[config.mk]
export PLATFORM = sky130hd
export DESIGN_NAME = hash_pad_unit
export DESIGN_NICKNAME = d
export VERILOG_FILES = /design/src/rtl/hpu_pkg.sv /design/src/rtl/hpu_shaper.sv /design/src/rtl/hpu_len_ctr.sv /design/src/rtl/hpu_seq.sv /design/src/rtl/hash_pad_unit.sv
export SDC_FILE = /design/constraint.sdc
export NUM_CORES = 1
export LEC_CHECK = 0
export BUFFER_PORTS_ARGS = -buffer_cell sky130_fd_sc_hd__buf_4
export CAP_MARGIN = 10
export CORE_UTILIZATION = 25
export DETAILED_ROUTE_END_ITERATION = 12
export GPL_TIMING_DRIVEN = 1
export MAX_ROUTING_LAYER = met4
export PLACE_DENSITY = 0.5
export SYNTH_ARGS = -nofsm -noshare
export SYNTH_HDL_FRONTEND = slang
export SYNTH_SLANG_ARGS = --single-unit
[constraint.sdc]
create_clock -name clk -period 4.15 [get_ports clk]
set_input_delay 0.2075 -clock clk [delete_from_list [all_inputs] [get_ports clk]]
set_output_delay 0.2075 -clock clk [all_outputs]
set_load 0.005 [all_outputs]
[src/rtl/hpu_pkg.sv]
// Package: shared definitions for the hash message padding unit.
// Assumes: one encoding of the sequencer phase is shared by all submodules
// and by the bound checker.
package hpu_pkg;

    // Output phase of the padding unit
    typedef enum logic [2:0] {
        PH_MSG  = 3'd0,   // message words pass through
        PH_MARK = 3'd1,   // stand-alone marker word after a full final word
        PH_ZERO = 3'd2,   // zero fill
        PH_LHI  = 3'd3,   // length bits 63:32
        PH_LLO  = 3'd4    // length bits 31:0
    } hpu_phase_e;

endpackage

[src/rtl/hpu_shaper.sv]
// Module: hpu_shaper
// Shapes the final message word. The top nbits bits are kept (MSB-first),
// the next lower bit is set as the padding marker, and the rest is cleared.
// Assumes: nbits == 0 means a full word; in that case the word passes
// unchanged and the marker is placed by the sequencer in a separate word.
module hpu_shaper #(
    parameter int WORD_W = 32,
    parameter int NB_W   = $clog2(WORD_W)
) (
    input  logic [WORD_W-1:0] word_i,
    input  logic [NB_W-1:0]   nbits_i,
    output logic [WORD_W-1:0] word_o
);

    localparam logic [WORD_W-1:0] ALL_ONES = '1;
    localparam logic [WORD_W-1:0] TOP_BIT  = {1'b1, {(WORD_W-1){1'b0}}};

    logic [WORD_W-1:0] keep_mask;
    logic [WORD_W-1:0] marker;

    // Build keep mask and marker position from the bit count
    always_comb begin
        keep_mask = ~(ALL_ONES >> nbits_i);
        marker    = TOP_BIT >> nbits_i;
        if (nbits_i == '0) begin
            word_o = word_i;
        end else begin
            word_o = (word_i & keep_mask) | marker;
        end
    end

endmodule

[src/rtl/hpu_len_ctr.sv]
// Module: hpu_len_ctr
// Accumulates the message length in bits. A non-final word adds WORD_W;
// the final word adds its bit count (WORD_W when the count is zero).
// Assumes: clear and add never coincide; the count wraps silently past
// the top of its range.
module hpu_len_ctr #(
    parameter int WORD_W = 32,
    parameter int LEN_W  = 64,
    parameter int NB_W   = $clog2(WORD_W)
) (
    input  logic             clk,
    input  logic             rst_n,
    input  logic             add_i,
    input  logic             last_i,
    input  logic [NB_W-1:0]  nbits_i,
    input  logic             clr_i,
    output logic [LEN_W-1:0] len_o
);

    localparam logic [LEN_W-1:0] FULL_INC = LEN_W'(WORD_W);

    logic [LEN_W-1:0] inc;

    // Choose the increment for the accepted word
    always_comb begin
        if (last_i && (nbits_i != '0)) begin
            inc = LEN_W'(nbits_i);
        end else begin
            inc = FULL_INC;
        end
    end

    // Length register: clear at message end, add per accepted word
    always_ff @(posedge clk) begin
        if (!rst_n) begin
            len_o <= '0;
        end else if (clr_i) begin
            len_o <= '0;
        end else if (add_i) begin
            len_o <= len_o + inc;
        end
    end

endmodule

[src/rtl/hpu_seq.sv]
// Module: hpu_seq
// Tracks the word position inside the current block and the output phase.
// It decides whether the length fits the block that holds the marker or
// whether one extra block is needed.
// Assumes: positions advance only on an output handshake; in the message
// phase an input handshake and an output handshake are the same event.
module hpu_seq
    import hpu_pkg::*;
#(
    parameter int BLK_WORDS = 16,
    parameter int POS_W     = $clog2(BLK_WORDS)
) (
    input  logic             clk,
    input  logic             rst_n,
    input  logic             out_fire_i,
    input  logic             in_end_i,
    input  logic             in_full_i,
    output hpu_phase_e       phase_o,
    output logic [POS_W-1:0] pos_o,
    output logic             pad_active_o
);

    localparam logic [POS_W-1:0] POS_LAST = POS_W'(BLK_WORDS - 1);
    localparam logic [POS_W-1:0] POS_LHI  = POS_W'(BLK_WORDS - 2);
    localparam logic [POS_W-1:0] POS_PRE  = POS_W'(BLK_WORDS - 3);

    hpu_phase_e       phase_q, phase_d;
    logic [POS_W-1:0] pos_q, pos_nxt;
    logic             extra_q, extra_d;

    // Position that follows the current one, wrapping at block end
    always_comb begin
        if (pos_q == POS_LAST) begin
            pos_nxt = '0;
        end else begin
            pos_nxt = pos_q + 1'b1;
        end
    end

    // Next phase and extra-block flag, evaluated per output handshake
    always_comb begin
        phase_d = phase_q;
        extra_d = extra_q;
        if (out_fire_i) begin
            unique case (phase_q)
                PH_MSG: begin
                    if (in_end_i) begin
                        if (in_full_i) begin
                            phase_d = PH_MARK;
                        end else if (pos_q == POS_PRE) begin
                            phase_d = PH_LHI;
                        end else begin
                            phase_d = PH_ZERO;
                            extra_d = (pos_q == POS_LHI);
                        end
                    end
                end
                PH_MARK: begin
                    if (pos_q == POS_PRE) begin
                        phase_d = PH_LHI;
                    end else begin
                        phase_d = PH_ZERO;
                        extra_d = (pos_q == POS_LHI);
                    end
                end
                PH_ZERO: begin
                    if (pos_q == POS_LAST) begin
                        extra_d = 1'b0;
                    end
                    if ((pos_nxt == POS_LHI) && !extra_d) begin
                        phase_d = PH_LHI;
                    end
                end
                PH_LHI: begin
                    phase_d = PH_LLO;
                end
                PH_LLO: begin
                    phase_d = PH_MSG;
                    extra_d = 1'b0;
                end
                default: begin
                    phase_d = PH_MSG;
                    extra_d = 1'b0;
                end
            endcase
        end
    end

    // State registers: phase, block position, extra-block flag
    always_ff @(posedge clk) begin
        if (!rst_n) begin
            phase_q <= PH_MSG;
            pos_q   <= '0;
            extra_q <= 1'b0;
        end else begin
            phase_q <= phase_d;
            extra_q <= extra_d;
            if (out_fire_i) begin
                pos_q <= pos_nxt;
            end
        end
    end

    assign phase_o      = phase_q;
    assign pos_o        = pos_q;
    assign pad_active_o = (phase_q != PH_MSG);

endmodule

[src/rtl/hash_pad_unit.sv]
// Module: hash_pad_unit
// Turns a word stream with an end strobe and a final bit count into whole
// padded blocks: marker bit, zero fill, and a 64-bit length at the block end.
// Message words pass through combinationally. Padding and length words
// are generated locally while the input is held off.
// Assumes: LEN_W is exactly two words; each message has at least one bit.
module hash_pad_unit
    import hpu_pkg::*;
#(
    parameter int WORD_W    = 32,
    parameter int BLK_WORDS = 16,
    parameter int LEN_W     = 64,
    parameter int NB_W      = $clog2(WORD_W),
    parameter int POS_W     = $clog2(BLK_WORDS)
) (
    input  logic              clk,
    input  logic              rst_n,
    input  logic              in_valid,
    output logic              in_ready,
    input  logic [WORD_W-1:0] in_data,
    input  logic              in_end,
    input  logic [NB_W-1:0]   in_nbits,
    output logic              out_valid,
    input  logic              out_ready,
    output logic [WORD_W-1:0] out_data,
    output logic              out_blk_end,
    output logic              out_msg_end
);

    localparam logic [WORD_W-1:0] MARK_WORD = {1'b1, {(WORD_W-1){1'b0}}};
    localparam logic [POS_W-1:0]  POS_LAST  = POS_W'(BLK_WORDS - 1);

    hpu_phase_e        phase;
    logic [POS_W-1:0]  pos;
    logic              pad_active;
    logic [WORD_W-1:0] shaped;
    logic [LEN_W-1:0]  len;
    logic              in_fire;
    logic              out_fire;

    hpu_shaper #(.WORD_W(WORD_W), .NB_W(NB_W)) u_shaper (
        .word_i  (in_data),
        .nbits_i (in_nbits),
        .word_o  (shaped)
    );

    hpu_len_ctr #(.WORD_W(WORD_W), .LEN_W(LEN_W), .NB_W(NB_W)) u_len (
        .clk     (clk),
        .rst_n   (rst_n),
        .add_i   (in_fire),
        .last_i  (in_end),
        .nbits_i (in_nbits),
        .clr_i   (out_fire && (phase == PH_LLO)),
        .len_o   (len)
    );

    hpu_seq #(.BLK_WORDS(BLK_WORDS), .POS_W(POS_W)) u_seq (
        .clk          (clk),
        .rst_n        (rst_n),
        .out_fire_i   (out_fire),
        .in_end_i     (in_end),
        .in_full_i    (in_nbits == '0),
        .phase_o      (phase),
        .pos_o        (pos),
        .pad_active_o (pad_active)
    );

    // Output word and handshake selection by phase
    always_comb begin
        in_ready  = 1'b0;
        out_valid = 1'b1;
        out_data  = '0;
        unique case (phase)
            PH_MSG: begin
                in_ready  = out_ready;
                out_valid = in_valid;
                out_data  = in_end ? shaped : in_data;
            end
            PH_MARK: out_data = MARK_WORD;
            PH_ZERO: out_data = '0;
            PH_LHI:  out_data = len[LEN_W-1:WORD_W];
            PH_LLO:  out_data = len[WORD_W-1:0];
            default: out_valid = 1'b0;
        endcase
    end

    assign in_fire     = in_valid && in_ready;
    assign out_fire    = out_valid && out_ready;
    assign out_blk_end = out_valid && (pos == POS_LAST);
    assign out_msg_end = out_valid && (phase == PH_LLO);

endmodule

==> results of run 1 <==
-- layout make-up --
cell class                      count  area (um2)
Tap cell                          265         332
Multi-Input combinational cell    562        3410
Clock buffer                       10         229
Sequential cell                    72        1440
Fill cell                        2196       13500
Inverter                           21        78.8
Clock inverter                      6        91.3
Timing Repair Buffer               94         706
-- worst max-delay path by stage --
stage	start	end	slack [ps]	cells after the start
after global routing	in_nbits[1]	u_len.len_o[58]$_SDFFE_PP0P_	880	12
after floorplan	in_nbits[2]	u_len.len_o[47]$_SDFFE_PP0P_	1180	11
after CTS	in_nbits[1]	u_len.len_o[58]$_SDFFE_PP0P_	1160	12
final	in_nbits[1]	u_len.len_o[46]$_SDFFE_PP0P_	1080	12
after detailed placement	in_nbits[1]	u_len.len_o[58]$_SDFFE_PP0P_	790	12
after global placement	in_nbits[1]	u_len.len_o[46]$_SDFFE_PP0P_	860	12
-- through the flow --
| step | cells | area, um2 | power (W) | utilization [%] |
|---|---|---|---|---|
| 2_1_floorplan | 701 | 5110 | 0.000857 | - |
| 3_3_place_gp | 1014 | 5970 | 0.00101 | 30.2 |
| 3_5_place_dp | 1014 | 5970 | 0.00101 | 30.2 |
| 4_1_cts | 1030 | 6290 | 0.00188 | 31.8 |
| 5_1_grt | 1030 | 6290 | 0.00193 | 31.8 |
| 6_report | 1030 | 6290 | 0.00187 | 31.8 |
-- placed cells by master (no fill, tap or decap), types with 3 or more instances in the layout --
cell type,instances
buf_4,94
a21oi_1,75
nand2_1,72
dfxtp_1,72
o21ai_0,63
nor2_1,43
or3_1,29
nand3_1,29
nand4_1,27
inv_1,21
o31ai_1,16
or4_1,16
nor3_1,15
and3_1,15
xnor2_1,13
a22oi_1,11
nor4_1,11
ha_1,10
and2_1,9
clkbuf_16,9
xor2_1,7
a211oi_1,6
a221oi_1,6
o211ai_1,6
a21boi_0,5
a221o_1,5
a21o_1,5
o22ai_1,5
and4_1,5
nand4b_1,5
a222oi_1,4
a22o_1,4
a31o_2,4
nor2b_1,3
a31oi_1,3
clkinvlp_4,3
-- sequential cells by signal (all words and copies together) (netlist names) --
signal         count
u_len.len_o       64
u_seq.pos_o        4
u_seq.phase_o      3
u_seq.extra_q      1
-- worst max-delay path, cell delays in order --
cell	delay [ps]
buf_4	190
nor3_1	400
a21boi_0	150
buf_4	180
inv_1	150
ha_1	220
and3_1	160
a221oi_1	70
buf_4	190
or3_1	680
or4_1	590
a21oi_1	140
-- power breakdown --
part,leakage [nW],internal [W],switching (W)
clock network,0.145,0.000529,0.000341
registers,0.581,0.000697,0.00000941
logic,1.40,0.000124,0.000166
-- cell usage after synthesis (5+ instances only) --
cell type,count,area share [%]
a21oi_1,75,7.3
dfxtp_1,72,28
nand2_1,72,5.3
o21ai_0,63,6.2
nor2_1,45,3.3
clkbuf_1,41,3.0
nand3_1,29,2.8
or3_1,29,3.5
nand4_1,27,3.3
inv_1,21,1.5
o31ai_1,17,2.5
or4_1,16,2.4
and3_1,15,1.8
nor3_1,15,1.5
xnor2_1,13,2.2
nor4_1,12,1.5
a22oi_1,11,1.6
ha_1,10,2.4
and2_1,9,1.1
xor2_1,7,1.2
a211oi_1,6,0.88
a221oi_1,6,1.0
o211ai_1,6,0.88
a21boi_0,5,0.73
a21o_1,5,0.73
a221o_1,5,0.98
and4_1,5,0.86
nand4b_1,5,0.86
o22ai_1,5,0.61
-- metal layers --
metal / up-vias / track usage, % / part of all wire (%)
met5: - / - / 0
met4: 0 / 10.9 / 4.6
met3: 41 / 1.76 / 4.4
met2: 207 / 32.0 / 46
met1: 2777 / 27.2 / 45
li1: 2787 / - / -
-- cell families after synthesis --
family	Yosys count	synth area share, %
buffers and inverters	67	5.51
muxes	3	0.636
adders and majority gates	11	2.84
xor gates and xnor gates	20	3.43
DFF	72	28.2
AOI/OAI and AO/OA	231	28.2
and+or+nand+nor	297	31.2
==> metrics.yaml, run 1 <==
min_path:
  hold_class: "in2reg"
  hold_start: "rst_n"
  whs_path_depth: 2
  min_to: "u_seq.pos_o[1]$_SDFFE_PN0P_"
route:
  routed_via_density: 5.64
  drtAntennaViolNets: 0
  dr.pass1.iters: 6
  first_iter_violations: 568
  vias: 5812
  drt_wl_total_um: 21400
  drc: 0
  routedWlPerCell_um: 20.7
floorplan:
  fp-row-count: 51
  die_y_um: 145
  core_region_area_um2: 19800
  ios: 78
  initial_core_util_pct: 25.8
  die_w_um: 145
  dieArea_um2: 21000
clocking:
  hold_buffers: 0
  cts_buffer_depth: 2
  cts_sinks: 72
  root_buffer: "clkbuf_16"
  path_clk_slew_ps: 60
  cts.repair.resized: 0
  insertion_delay_ps: 340
  cts_inserted_buffers: 9
  cts_setup_buffers: 0
  cts_max_level: 3
  tritoncts: "built"
sta:
  rsz0062_at_grt: "false"
  max_freq_mhz: 325
  slew_headroom_pct: 39.4
  hold_viol: 0
  setup_viol: 0
  finalCritPeriodShare_pct: 74.0
  final_max_slew_viol_count: 0
  fin_tns_setup_ps: 0
  worstMarginPinSlew_ps: 900
  layout_setup_ws_ps: 1080
  whs_ps: 182
  finClkSkew_ps: 8.94
  min_period_ps: 3070
global_route:
  grt_max_degree: 39
  grt_pass1_wl_um: 32600
  grt_overflow: 0
  antenna_found_initial: 0
  grt_pass1_vias: 5393
  grt.total_usage_pct: 20.8
logic_synthesis:
  synthDistinctLibCells: 59
  syn_area_um2: 5110
  synth-edff-count: 0
  synth_cells: 701
  async_reset_ff_share_pct: 0
  synth_seq_cells: 72
  synth-main-ff-cell: "dfxtp_1"
  yosysSeqAreaShare_pct: 28.2
  yosys_warnings: 0
  syn_nets: 754
  avgSynthCellArea_um2: 7.29
critical_path:
  crit_required_ps: 4430
  crit_type: "in2reg"
  reg2regPathDepth: 5
  reg2reg_to: "u_len.len_o[31]$_SDFFE_PP0P_"
  r2r-start: "u_len.len_o[8]$_SDFFE_PP0P_"
  cp-start-kind: "input pin"
  worstPathArrival_ps: 3350
  critPathMaxFanout: 21
  cp-end-kind: "flop"
  r2r_slack_ps: 1310
final_layout:
  drive_gt1_share_pct: 16.5
  diodes: 0
  nets: 813
  area_growth_pct: 23.1
power:
  p_per_area_nw_per_um2: 297
  power_leakage_nw: 2.13
  max-vdd-ir-drop_uv: 186
place:
  portBuffers: 77
  place.gp.congestion: 0.911
  dp_slack_ps: 795
  dpl.hpwl_um: 16400
run_status:
  outcome: "finished, final reports clean"
job:
  drv_cap: 0
Note: power is estimated with default switching activity, not from simulation.
==> inputs of run 2 (changes only) <==
==> constraint.sdc (replaced) <==
create_clock -name clk -period 2.9 [get_ports clk]
set_input_delay 0.145 -clock clk [delete_from_list [all_inputs] [get_ports clk]]
set_output_delay 0.145 -clock clk [all_outputs]
set_load 0.005 [all_outputs]
==> metrics.yaml, run 2 (synthesized netlist as in run 1, its figures left out) <==
critical_path:
  crit_required_ps: 3180
  critPathMaxFanout: 7
  cp-start-kind: "flop"
  crit_type: "reg2reg"
  critPathLaunch: "u_len.len_o[11]$_SDFFE_PP0P_"
  reg2reg_to: "u_len.len_o[60]$_SDFFE_PP0P_"
  cp-end-kind: "flop"
  reg2regPathDepth: 6
  r2r-start: "u_len.len_o[11]$_SDFFE_PP0P_"
  r2r_slack_ps: 210
  worstPathArrival_ps: 2980
power:
  max-vdd-ir-drop_uv: 285
  power_leakage_nw: 2.30
  p_per_area_nw_per_um2: 385
sta:
  fin_tns_setup_ps: 0
  final_max_slew_viol_count: 0
  rsz0062_at_grt: "false"
  hold_viol: 0
  slew_headroom_pct: 26.1
  setup_viol: 0
  finalCritPeriodShare_pct: 92.8
  worstMarginPinSlew_ps: 1100
  max_freq_mhz: 372
  min_period_ps: 2690
  finClkSkew_ps: 9.71
route:
  first_iter_violations: 656
  routed_via_density: 5.58
  dr.pass1.iters: 8
  routedWlPerCell_um: 20.3
  vias: 5944
  drc: 0
  drt_wl_total_um: 21600
  drtAntennaViolNets: 0
global_route:
  grt_pass1_vias: 5556
  grt.total_usage_pct: 21.3
  grt_overflow: 0
  grt_pass1_wl_um: 33400
  grt_max_degree: 54
  antenna_found_initial: 0
place:
  place.gp.congestion: 0.925
  dpl.hpwl_um: 16700
  portBuffers: 77
  place_area_um2: 6260
final_layout:
  final_common_cell: "buf_4"
  nFillCells: 2187
  nets: 849
  finish.instance_area_um2: 6530
  mostFrequentLayoutCells: "128 x buf_4, 75 x a21oi_1, 72 x nand2_1, 72 x dfxtp_1, 63 x o21ai_0"
  diodes: 0
  largest_register_ffs: 64
  drive_gt1_share_pct: 20.2
  area_growth_pct: 27.8
  max_flop_register: "u_len.len_o"
floorplan:
  die_y_um: 145
  core_region_area_um2: 19800
  dieArea_um2: 21000
  initial_core_util_pct: 25.8
  ios: 78
  fp-row-count: 51
  die_w_um: 145
clocking:
  cts_buffer_depth: 2
  hold_buffers: 0
  cts.repair.resized: 0
  tritoncts: "built"
  cts_inserted_buffers: 9
  cts_sinks: 72
  root_buffer: "clkbuf_16"
  cts_setup_buffers: 0
  insertion_delay_ps: 360
  path_clk_slew_ps: 60
  cts_max_level: 3
min_path:
  hold_start: "rst_n"
  whs_path_depth: 2
  hold_class: "in2reg"
  min_to: "u_seq.pos_o[1]$_SDFFE_PN0P_"
run_status:
  outcome: "finished, final reports clean"
job:
  drv_cap: 0
run 2: cell type report:
type / instances / area, um2 / area share (%)
Multi-Input combinational cell: 562 / 3410 / 52.2
Sequential cell: 72 / 1440 / 22.1
Timing Repair Buffer: 130 / 1000 / 15.3
Tap cell: 265 / 332 / 5.08
Clock buffer: 9 / 225 / 3.45
Inverter: 21 / 78.8 / 1.21
Clock inverter: 7 / 47.5 / 0.728
run 2: worst max path at each step:
| stage | depth (start not counted) | end | slack, ps |
|---|---|---|---|
| after floorplan | 11 | u_len.len_o[47]$_SDFFE_PP0P_ | 10 |
| after global placement | 11 | u_len.len_o[30]$_SDFFE_PP0P_ | 150 |
| after detailed placement | 11 | u_len.len_o[30]$_SDFFE_PP0P_ | 70 |
| after CTS | 5 | u_len.len_o[31]$_SDFFE_PP0P_ | 230 |
| after global routing | 9 | u_len.len_o[30]$_SDFFE_PP0P_ | 20 |
| final | 6 | u_len.len_o[60]$_SDFFE_PP0P_ | 210 |
run 2: through the flow:
stage | utilization, % | setup WS (ps) | std cells | power, W | hold slack [ps]
2_1_floorplan | - | 10.9 | 701 | 0.00123 | 379
6_report | 33.0 | 209 | 1066 | 0.00251 | 108
3_5_place_dp | 31.6 | 72.0 | 1050 | 0.00147 | 458
5_1_grt | 33.0 | 23.6 | 1066 | 0.00262 | 124
3_3_place_gp | 31.6 | 154 | 1050 | 0.00147 | 458
4_1_cts | 33.0 | 228 | 1066 | 0.00253 | 100
run 2: where the power goes:
part | internal, W | switching, W | total [W]
registers | 0.000997 | 0.00000993 | 0.00101
logic | 0.000200 | 0.000245 | 0.000444
clock network | 0.000579 | 0.000483 | 0.00106
run 2: layer usage:
layer | vias up | wire length [um] | GRT usage, %
li1 | 2849 | - | -
met1 | 2839 | 9960 | 28.3
met2 | 216 | 9710 | 31.8
met3 | 40 | 1160 | 2.55
met4 | 0 | 771 | 10.3
met5 | - | 0 | -
run 2: worst max-delay path, cell delays in order, from the launching register on:
cell,delay [ps]
dfxtp_1,460
nand4_2,150
or3_1,490
buf_4,210
or4_1,640
or4_1,510
a21oi_1,160
